File: config.mk
export PLATFORM = sky130hd
export DESIGN_NAME = gpio_chg_port
export DESIGN_NICKNAME = d
export VERILOG_FILES = /design/src/rtl/gpio_pkg.sv /design/src/rtl/gpio_sync.sv /design/src/rtl/gpio_chg_detect.sv /design/src/rtl/gpio_ext_edge.sv /design/src/rtl/gpio_chg_port.sv
export SDC_FILE = /design/constraint.sdc
export NUM_CORES = 1
export LEC_CHECK = 0
export BUFFER_PORTS_ARGS = -buffer_cell sky130_fd_sc_hd__buf_2
export CORE_MARGIN = 2
export CORE_UTILIZATION = 45
export DETAILED_ROUTE_END_ITERATION = 10
export PLACE_DENSITY = 0.71
export SYNTH_ARGS = -nofsm -noshare
export SYNTH_HDL_FRONTEND = slang
export SYNTH_SLANG_ARGS = --single-unit
File: constraint.sdc
create_clock -name clk -period 1.9 [get_ports clk]
set_clock_uncertainty 0.2 [all_clocks]
set_input_delay 0.095 -clock clk [delete_from_list [all_inputs] [get_ports clk]]
set_output_delay 0.095 -clock clk [all_outputs]
set_load 0.05 [all_outputs]
File: src/rtl/gpio_pkg.sv
package gpio_pkg;
  typedef enum logic [1:0] {
    REG_DATA = 2'd0,
    REG_DIR  = 2'd1,
    REG_CTRL = 2'd2
  } reg_sel_e;

  localparam int CB_PULLN = 0;
  localparam int CB_RISE  = 1;
  localparam int CB_CHG   = 2;
  localparam int CB_EXT   = 3;
endpackage

File: src/rtl/gpio_sync.sv
module gpio_sync #(
  parameter int W      = 8,
  parameter int STAGES = 2
) (
  input  logic         clk,
  input  logic         rst,
  input  logic [W-1:0] d,
  output logic [W-1:0] q
);
  logic [W-1:0] stg [STAGES];

  always_ff @(posedge clk) begin
    if (rst) stg[0] <= '0;
    else     stg[0] <= d;
  end

  for (genvar s = 1; s < STAGES; s++) begin : g_stage
    always_ff @(posedge clk) begin
      if (rst) stg[s] <= '0;
      else     stg[s] <= stg[s-1];
    end
  end

  assign q = stg[STAGES-1];
endmodule

File: src/rtl/gpio_chg_detect.sv
module gpio_chg_detect #(
  parameter int W  = 8,
  parameter int LO = 4
) (
  input  logic         clk,
  input  logic         rst,
  input  logic [W-1:0] pin_s,
  input  logic [W-1:0] dir_in,
  input  logic         reload,
  output logic         mismatch
);
  localparam logic [W-1:0] WATCH = {W{1'b1}} << LO;

  logic [W-1:0] snap;

  always_ff @(posedge clk) begin
    if (rst)         snap <= '0;
    else if (reload) snap <= pin_s;
  end

  assign mismatch = |((pin_s ^ snap) & dir_in & WATCH);
endmodule

File: src/rtl/gpio_ext_edge.sv
module gpio_ext_edge (
  input  logic clk,
  input  logic rst,
  input  logic level,
  input  logic rise_sel,
  output logic hit
);
  logic prev;

  always_ff @(posedge clk) begin
    if (rst) prev <= 1'b0;
    else     prev <= level;
  end

  assign hit = rise_sel ? (level & ~prev) : (~level & prev);
endmodule

File: src/rtl/gpio_chg_port.sv
module gpio_chg_port #(
  parameter int WIDTH       = 8,
  parameter int CHG_LO      = 4,
  parameter int SYNC_STAGES = 2,
  parameter int EXT_BIT     = 0
) (
  input  logic             clk,
  input  logic             rst,
  input  logic             bus_sel,
  input  logic             bus_wr,
  input  logic             bus_rd,
  input  logic [1:0]       bus_addr,
  input  logic [WIDTH-1:0] bus_wdata,
  output logic [WIDTH-1:0] bus_rdata,
  input  logic [WIDTH-1:0] pin_in,
  output logic [WIDTH-1:0] pad_oe,
  output logic [WIDTH-1:0] pad_out,
  output logic [WIDTH-1:0] pad_pu,
  output logic             chg_irq,
  output logic             ext_irq,
  output logic             wake
);
  import gpio_pkg::*;

  logic [WIDTH-1:0] out_q, dir_q, rdata_q, pin_s, ctrl_vec;
  logic pulln_q, rise_q, chg_q, ext_q, wake_q;
  logic mismatch, edge_hit;
  logic wr_data, wr_dir, wr_ctrl, port_acc;

  assign wr_data  = bus_sel & bus_wr & (bus_addr == REG_DATA);
  assign wr_dir   = bus_sel & bus_wr & (bus_addr == REG_DIR);
  assign wr_ctrl  = bus_sel & bus_wr & (bus_addr == REG_CTRL);
  assign port_acc = bus_sel & (bus_wr | bus_rd) & (bus_addr == REG_DATA);

  gpio_sync #(.W(WIDTH), .STAGES(SYNC_STAGES)) u_sync (
    .clk(clk), .rst(rst), .d(pin_in), .q(pin_s)
  );

  gpio_chg_detect #(.W(WIDTH), .LO(CHG_LO)) u_chg (
    .clk(clk), .rst(rst), .pin_s(pin_s), .dir_in(dir_q),
    .reload(port_acc), .mismatch(mismatch)
  );

  gpio_ext_edge u_ext (
    .clk(clk), .rst(rst), .level(pin_s[EXT_BIT]),
    .rise_sel(rise_q), .hit(edge_hit)
  );

  always_ff @(posedge clk) begin
    if (rst) begin
      out_q   <= '0;
      dir_q   <= '1;
      pulln_q <= 1'b1;
      rise_q  <= 1'b1;
    end else begin
      if (wr_data) out_q <= bus_wdata;
      if (wr_dir)  dir_q <= bus_wdata;
      if (wr_ctrl) begin
        pulln_q <= bus_wdata[CB_PULLN];
        rise_q  <= bus_wdata[CB_RISE];
      end
    end
  end

  always_ff @(posedge clk) begin
    if (rst) begin
      chg_q  <= 1'b0;
      ext_q  <= 1'b0;
      wake_q <= 1'b0;
    end else begin
      wake_q <= mismatch;
      if (mismatch)                          chg_q <= 1'b1;
      else if (wr_ctrl && !bus_wdata[CB_CHG]) chg_q <= 1'b0;
      if (edge_hit)                          ext_q <= 1'b1;
      else if (wr_ctrl && !bus_wdata[CB_EXT]) ext_q <= 1'b0;
    end
  end

  always_comb begin
    ctrl_vec           = '0;
    ctrl_vec[CB_PULLN] = pulln_q;
    ctrl_vec[CB_RISE]  = rise_q;
    ctrl_vec[CB_CHG]   = chg_q;
    ctrl_vec[CB_EXT]   = ext_q;
  end

  always_ff @(posedge clk) begin
    if (rst) rdata_q <= '0;
    else if (bus_sel && bus_rd) begin
      case (bus_addr)
        REG_DATA: rdata_q <= pin_s;
        REG_DIR:  rdata_q <= dir_q;
        REG_CTRL: rdata_q <= ctrl_vec;
        default:  rdata_q <= '0;
      endcase
    end
  end

  assign bus_rdata = rdata_q;
  assign pad_oe    = ~dir_q;
  assign pad_out   = out_q;
  assign pad_pu    = dir_q & {WIDTH{~pulln_q}};
  assign chg_irq   = chg_q;
  assign ext_irq   = ext_q;
  assign wake      = wake_q;
endmodule

==> impl_metrics.py, run 1 <==
metrics = {
    "run_status": {
        "status": "complete, no violations",
    },
    "clocking": {
        "numCtsBuffers": 5,
        "cts_setup_buffers": 0,
        "h-tree-depth": 2,
        "post_cts_resized": 0,
        "numClockSinks": 50,
        "cts.path.max_buffers": 2,
        "root_buffer": "clkbuf_8",
        "clk_pin_slew_ns": 0.09,
        "clk_latency_ns": 0.31,
        "cts_tree": "yes",
    },
    "logic_synthesis": {
        "synth-compound-area-share_pct": 13.7,
        "yosys.area_share.xor_xnor_pct": 1.81,
        "synthTopCellsByArea": "dfxtp_1, nor2_1, mux2i_1",
        "synth_fp_nets": 221,
        "ys_seq_area_share_pct": 51.6,
        "synthArstFlopShare_pct": 0,
        "avgSynthCellArea_um2": 9.79,
        "synth_fa_ha_area_share_pct": 0,
        "synth_mux_area_share_pct": 8.52,
        "synth_flop_cell": "dfxtp_1",
        "ys_warn_count": 0,
        "synthSimpleGateAreaFrac_pct": 18.4,
        "synth_top_family_by_area": "simple AND/OR/NAND/NOR gates",
        "synth_top_area_cell": "dfxtp_1",
        "synth_area_um2": 1940,
        "synth_edf_count": 0,
        "synthDistinctLibCells": 32,
        "synth_top_area_share_pct": 51.6,
        "synthCells": 198,
        "ys_ff_latch": 50,
    },
    "finish": {
        "insertedDiodeCount": 0,
        "nets": 292,
        "fill_cells": 361,
        "syn_to_final_growth_pct": 29.2,
        "final_common_cell": "buf_2",
        "most-common-layout-cells": "buf_2, dfxtp_1, nor2_1",
        "layout-drive-gt1-share_pct": 28.1,
        "multiInputGateArea_um2": 822,
        "area.sequential_um2": 1000,
    },
    "setup_path": {
        "r2r_slack_ns": 0.64,
        "crit_arrival_ns": 1.21,
        "reg2reg_depth": 2,
        "worstReg2RegEnd": "bus_rdata[0]$_SDFFE_PP0P_",
        "path_max_fanout": 10,
        "r2r_start": "pulln_q$_SDFFE_PP1P_",
        "start_kind": "register",
        "crit_type": "reg -> out",
        "cp.required_ns": 1.60,
        "end_kind": "output port",
    },
    "power": {
        "vdd_drop_max_mv": 0.720,
        "p_per_area_nw_per_um2": 870,
        "total_power_mw": 2.18,
        "p_leak_nw": 1.19,
    },
    "floorplanning": {
        "fp.coreArea_um2": 4090,
        "chipHeight_um": 69.6,
        "die_x_um": 69.6,
        "start_util_pct": 47.4,
        "die-area_um2": 4850,
        "num_rows": 23,
        "io_pins": 58,
    },
    "drt": {
        "drc": 0,
        "wl_per_cell_um": 13.0,
        "vias": 1597,
        "routed_wl_um": 4150,
        "via_per_inst": 4.99,
        "drt_iter0_drc": 93,
        "firstDrtPassIters": 6,
        "ant_nets": 0,
    },
    "sta": {
        "rsz0062_at_grt": "no",
        "worst_pin_slew_ns": 0.507,
        "maxSlewViolCount": 0,
        "hold-worst-slack_ns": 0.0347,
        "fin_crit_sh_pct": 79.3,
        "max_freq_mhz": 664,
        "setup_tns_ns": 0,
        "maxSlewHeadroom_pct": 66.2,
        "min_period_ns": 1.51,
        "hold_viol": 0,
        "setup_violations": 0,
    },
    "hold_path": {
        "min_to": "pad_out[4]$_SDFFE_PP0P_",
        "hold_depth": 2,
        "worstHoldStart": "rst",
        "holdCritPathClass": "in -> reg",
    },
    "placement": {
        "gp_congestion": 0.901,
        "port_buffers": 57,
        "dp_hpwl_um": 2830,
    },
    "global_routing": {
        "antenna_found_initial": 0,
        "gr-total-overflow": 0,
        "groute.usage.overall_pct": 17.6,
        "grt_max_degree": 29,
        "grt_first_pass_wirelength_um": 6800,
        "grt_pass1_vias": 1469,
    },
    "run": {
        "maxCapViolCount": 0,
    },
}
-- power by group --
| part | switching [mW] | total (mW) | internal [mW] |
|---|---|---|---|
| sequential | 0.0236 | 1.11 | 1.09 |
| combinational | 0.203 | 0.321 | 0.119 |
| clock | 0.353 | 0.745 | 0.392 |
| total | 0.580 | 2.18 | 1.60 |
-- worst max path at each step --
stage,startpoint,end,slack [ns],depth (start not counted)
floorplan,dir_q[6]$_SDFFE_PP1P_,pad_pu[6],0.32,2
global placement,bus_addr[0],pad_out[3]$_SDFFE_PP0P_,0.48,4
detailed placement,bus_addr[0],pad_out[0]$_SDFFE_PP0P_,0.45,4
CTS,pulln_q$_SDFFE_PP1P_,pad_pu[7],0.38,2
global route,pulln_q$_SDFFE_PP1P_,pad_pu[7],0.31,2
finish,pulln_q$_SDFFE_PP1P_,pad_pu[7],0.39,2
-- through the flow --
step	util [%]	setup WS [ns]	area (um2)	std cells
after floorplan	-	0.322	1940	198
after global placement	54.6	0.479	2230	296
after detailed placement	54.6	0.454	2230	296
after CTS	61.3	0.384	2500	320
after global routing	61.3	0.313	2500	320
final	61.3	0.394	2500	320
-- metal layers --
metal  wire length [um]  share of wire [%]  track usage, %  vias up
li1                   -                  -               -      817
met1               1880                 45            22.4      728
met2               1980                 48            28.7       47
met3                232                5.6            5.09        5
met4                 55                1.3            5.77        0
met5                  0                  0               0        -
-- cell usage after synthesis (all sizes together), types with 5 or more instances --
cell and count:
o21ai 6, inv 10, dfxtp 50, nor2 36, nor2b 18, a22oi 6, a211o 10, buf 6
mux2i 12, a21oi 5, clkbuf 6
-- cells by family after synthesis --
group	Yosys count
AOI/OAI and AO/OA	37
xor gates and xnor gates	4
buffers and inverters	22
DFF	50
muxes	16
and+or+nand+nor	69
-- registers in the layout, indices dropped and copies added (netlist names) --
register and cells:
pad_out 8, ext_irq 1, chg_irq 1, u_chg.snap 4, dir_q 8, u_ext.prev 1
u_sync.stg 16, rise_q 1, wake 1, bus_rdata 8, pulln_q 1
-- critical path: stages (launching register included) --
cell and delay [ns]:
dfxtp_1 0.60, nor2_1 0.09, buf_2 0.22
-- final cells by class --
type,count,share of cell area (%)
timing repair buffer,76,18.7
inverter,10,1.50
multi-input combinational,126,32.8
clock inverter,3,1.80
tap,50,2.50
sequential,50,40.0
clock buffer,5,2.75
-- timing repair --
item	4_1_cts	5_1_grt
hold buffers	16	0
hold endpoints to repair	28	0
endpoints found under the setup margin	0	0
(Power assumes the default switching activity.)
==> run 2: changes to the inputs <==
- ABC_AREA: not set -> 1
- PLACE_DENSITY: 0.71 -> 0.73
- clock period: 1.9 -> 1.3 ns (I/O delays scaled with it)
==> run 2 against run 1 <==
  * The run now ends with setup timing left
  * Global-route usage up 2.5 points
  * Final cell count up 23%
  * Sequential power up 48%
  * Via count up 17%
  * Worst setup slack worse by 0.43 ns
  * Sequential cell count unchanged
  * Combinational power up 77%
  * Wire length up 13%
  * Clock power up 38%
==> impl_metrics.py, run 2 <==
metrics = {
    "run_status": {
        "status": "finished, violations left",
        "violations": "setup timing",
    },
    "placement": {
        "port_buffers": 57,
        "dp_hpwl_um": 3160,
        "gp_congestion": 0.744,
        "place_area_um2": 2400,
    },
    "finish": {
        "design_area_um2": 2840,
        "largest_register": "u_sync.stg",
        "nets": 363,
        "syn_to_final_growth_pct": 39.6,
        "final_common_cell": "nand2_1",
        "insertedDiodeCount": 0,
        "layout-drive-gt1-share_pct": 33.1,
        "most-common-layout-cells": "nand2_1, nor2_1, dfxtp_1",
        "largest_reg_flops": 16,
    },
    "logic_synthesis": {
        "ys_seq_area_share_pct": 49.1,
        "synthDistinctLibCells": 25,
        "synth_top_area_share_pct": 49.1,
        "synth_top_area_cell": "dfxtp_1",
        "synthTopCellsByCount": "nor2_1, dfxtp_1, nand2_1",
        "synthArstFlopShare_pct": 0,
        "synth_edf_count": 0,
        "ys_warn_count": 0,
        "synthTopCellsByArea": "dfxtp_1, nor2_1, nand2_1",
        "avgSynthCellArea_um2": 7.83,
        "ys_ff_latch": 50,
        "synth_area_um2": 2040,
        "synth_flop_cell": "dfxtp_1",
        "synth_fp_nets": 283,
        "synthCells": 260,
        "synth.most_common_cell": "nor2_1",
    },
    "sta": {
        "hold_viol": 0,
        "fin_crit_sh_pct": 102,
        "maxSlewHeadroom_pct": 81.1,
        "setup_tns_ns": -0.112,
        "min_period_ns": 1.33,
        "rsz0062_at_grt": "yes",
        "timing.final.ws_setup_ns": -0.0314,
        "maxSlewViolCount": 0,
        "setup_violations": 8,
        "worst_pin_slew_ns": 0.283,
        "max_freq_mhz": 751,
    },
    "hold_path": {
        "hold_depth": 4,
        "holdCritPathClass": "in -> reg",
        "min_to": "bus_rdata[6]$_SDFFE_PP0P_",
        "worstHoldStart": "bus_rd",
    },
    "floorplanning": {
        "die_x_um": 71.3,
        "num_rows": 24,
        "fp.coreArea_um2": 4350,
        "io_pins": 58,
        "chipHeight_um": 71.3,
        "start_util_pct": 46.8,
        "die-area_um2": 5080,
    },
    "clocking": {
        "clk_latency_ns": 0.30,
        "root_buffer": "clkbuf_8",
        "numCtsBuffers": 5,
        "cts_tree": "yes",
        "h-tree-depth": 2,
        "cts.path.max_buffers": 2,
        "numClockSinks": 50,
        "clk_pin_slew_ns": 0.09,
    },
    "drt": {
        "maxUsedRoutingLayer": "met4",
        "ant_nets": 0,
        "vias": 1861,
        "dr_wl_met3_um": 182,
        "firstDrtPassIters": 4,
        "met2_length_um": 2310,
        "via_per_inst": 4.74,
        "routed_wl_um": 4680,
        "drc": 0,
        "drt_iter0_drc": 82,
        "drt-met1-wl_um": 2100,
        "wl_per_cell_um": 11.9,
    },
    "setup_path": {
        "reg2reg_depth": 7,
        "r2r_start": "u_sync.stg[1][6]$_SDFF_PP0_",
        "crit_chain": "buf_12, nor2_4, buf_6",
        "crit_type": "reg -> out",
        "end_kind": "output port",
        "slowest_stage": "dfxtp_4",
        "crit_arrival_ns": 1.07,
        "slowest_delay_ns": 0.37,
        "path_max_fanout": 5,
        "cp.required_ns": 1.03,
        "start_kind": "register",
        "r2r_slack_ns": 0.12,
        "worstReg2RegEnd": "chg_irq$_SDFFE_PP0P_",
    },
    "global_routing": {
        "antenna_found_initial": 0,
        "grt_max_degree": 25,
        "grt_pass1_vias": 1765,
        "groute.usage.overall_pct": 20.1,
        "grt_first_pass_wirelength_um": 7960,
        "gr-total-overflow": 0,
    },
    "run": {
        "maxCapViolCount": 0,
    },
    "power": {
        "p_per_area_nw_per_um2": 1140,
        "vdd_drop_max_mv": 0.812,
        "p_leak_nw": 1.42,
    },
}
[run 2: cell count changes after synthesis, moves of 10 or more]
cell	before	now
a211o_1	10	0
inv_1	10	36
mux2i_1	12	0
nand2_1	2	48
nand3_1	4	16
nor2_1	34	54
nor2b_1	18	0
[run 2: cell type report]
cell class / instances / area (um2)
inverter: 41 / 159
multi-input combinational: 161 / 885
sequential: 50 / 1010
timing repair buffer: 81 / 614
tap: 52 / 65.1
fill: 346 / 1510
clock buffer: 8 / 110
[run 2: routing by layer]
metal | vias to the layer above | global-route usage [%]
met2 | 42 | 33.3
met4 | 0 | 9.64
met1 | 842 | 24.8
li1 | 968 | -
met5 | - | 0
met3 | 9 | 4.36
[run 2: repair_timing]
| action | 4_1_cts | 5_1_grt |
|---|---|---|
| gates resized for setup | 45 | 6 |
| endpoints found under the hold margin | 34 | 0 |
| setup buffers | 2 | 0 |
| gates cloned | 1 | 0 |
| hold buffers | 17 | 0 |
| endpoints found under the setup margin | 13 | 13 |
| pin swaps | 8 | 1 |
[run 2: worst max-delay path by stage]
stage	startpoint	slack, ns	cells after the start	endpoint
finish	pulln_q$_SDFFE_PP1P_	-0.03	3	pad_pu[7]
global route	pulln_q$_SDFFE_PP1P_	-0.07	3	pad_pu[7]
CTS	pulln_q$_SDFFE_PP1P_	-0.03	3	pad_pu[6]
detailed placement	bus_addr[1]	0.09	7	u_chg.snap[6]$_SDFFE_PP0P_
global placement	bus_addr[1]	0.13	7	pad_out[0]$_SDFFE_PP0P_
floorplan	dir_q[1]$_SDFFE_PP1P_	-0.22	2	pad_pu[1]
[run 2: metrics by stage]
| step | std cells | utilization (%) | worst slack, ns | hold WS [ns] | power [mW] |
|---|---|---|---|---|---|
| detailed placement | 365 | 55.1 | 0.0878 | 0.0738 | 2.17 |
| CTS | 393 | 65.1 | -0.0295 | 0.000294 | 3.26 |
| global placement | 365 | 55.1 | 0.132 | 0.0669 | 2.16 |
| global route | 393 | 65.3 | -0.0679 | 0.0152 | 3.37 |
| finish | 393 | 65.3 | -0.0314 | 0.00251 | 3.24 |
| floorplan | 260 | - | -0.222 | -0.0280 | 2.03 |
[run 2: cells by family after synthesis]
| logic type | after synthesis | synth area share (%) |
|---|---|---|
| DFF | 50 | 49.1 |
| and+or+nand+nor | 127 | 28.1 |
| buffers and inverters | 49 | 10.4 |
| AOI/OAI and AO/OA | 34 | 12.3 |
[run 2: report_power, final]
| group | leakage (nW) | switching, mW | internal [mW] |
|---|---|---|---|
| clock network | 0.0575 | 0.494 | 0.538 |
| logic | 0.952 | 0.369 | 0.198 |
| registers | 0.408 | 0.0406 | 1.60 |
[run 2: worst max-delay path, delay by kind of cell (launching register included)]
family	cells	cell delay, ns
AND/OR/NAND/NOR	1	0.09
buffers and inverters	2	0.31
flip-flops	1	0.37
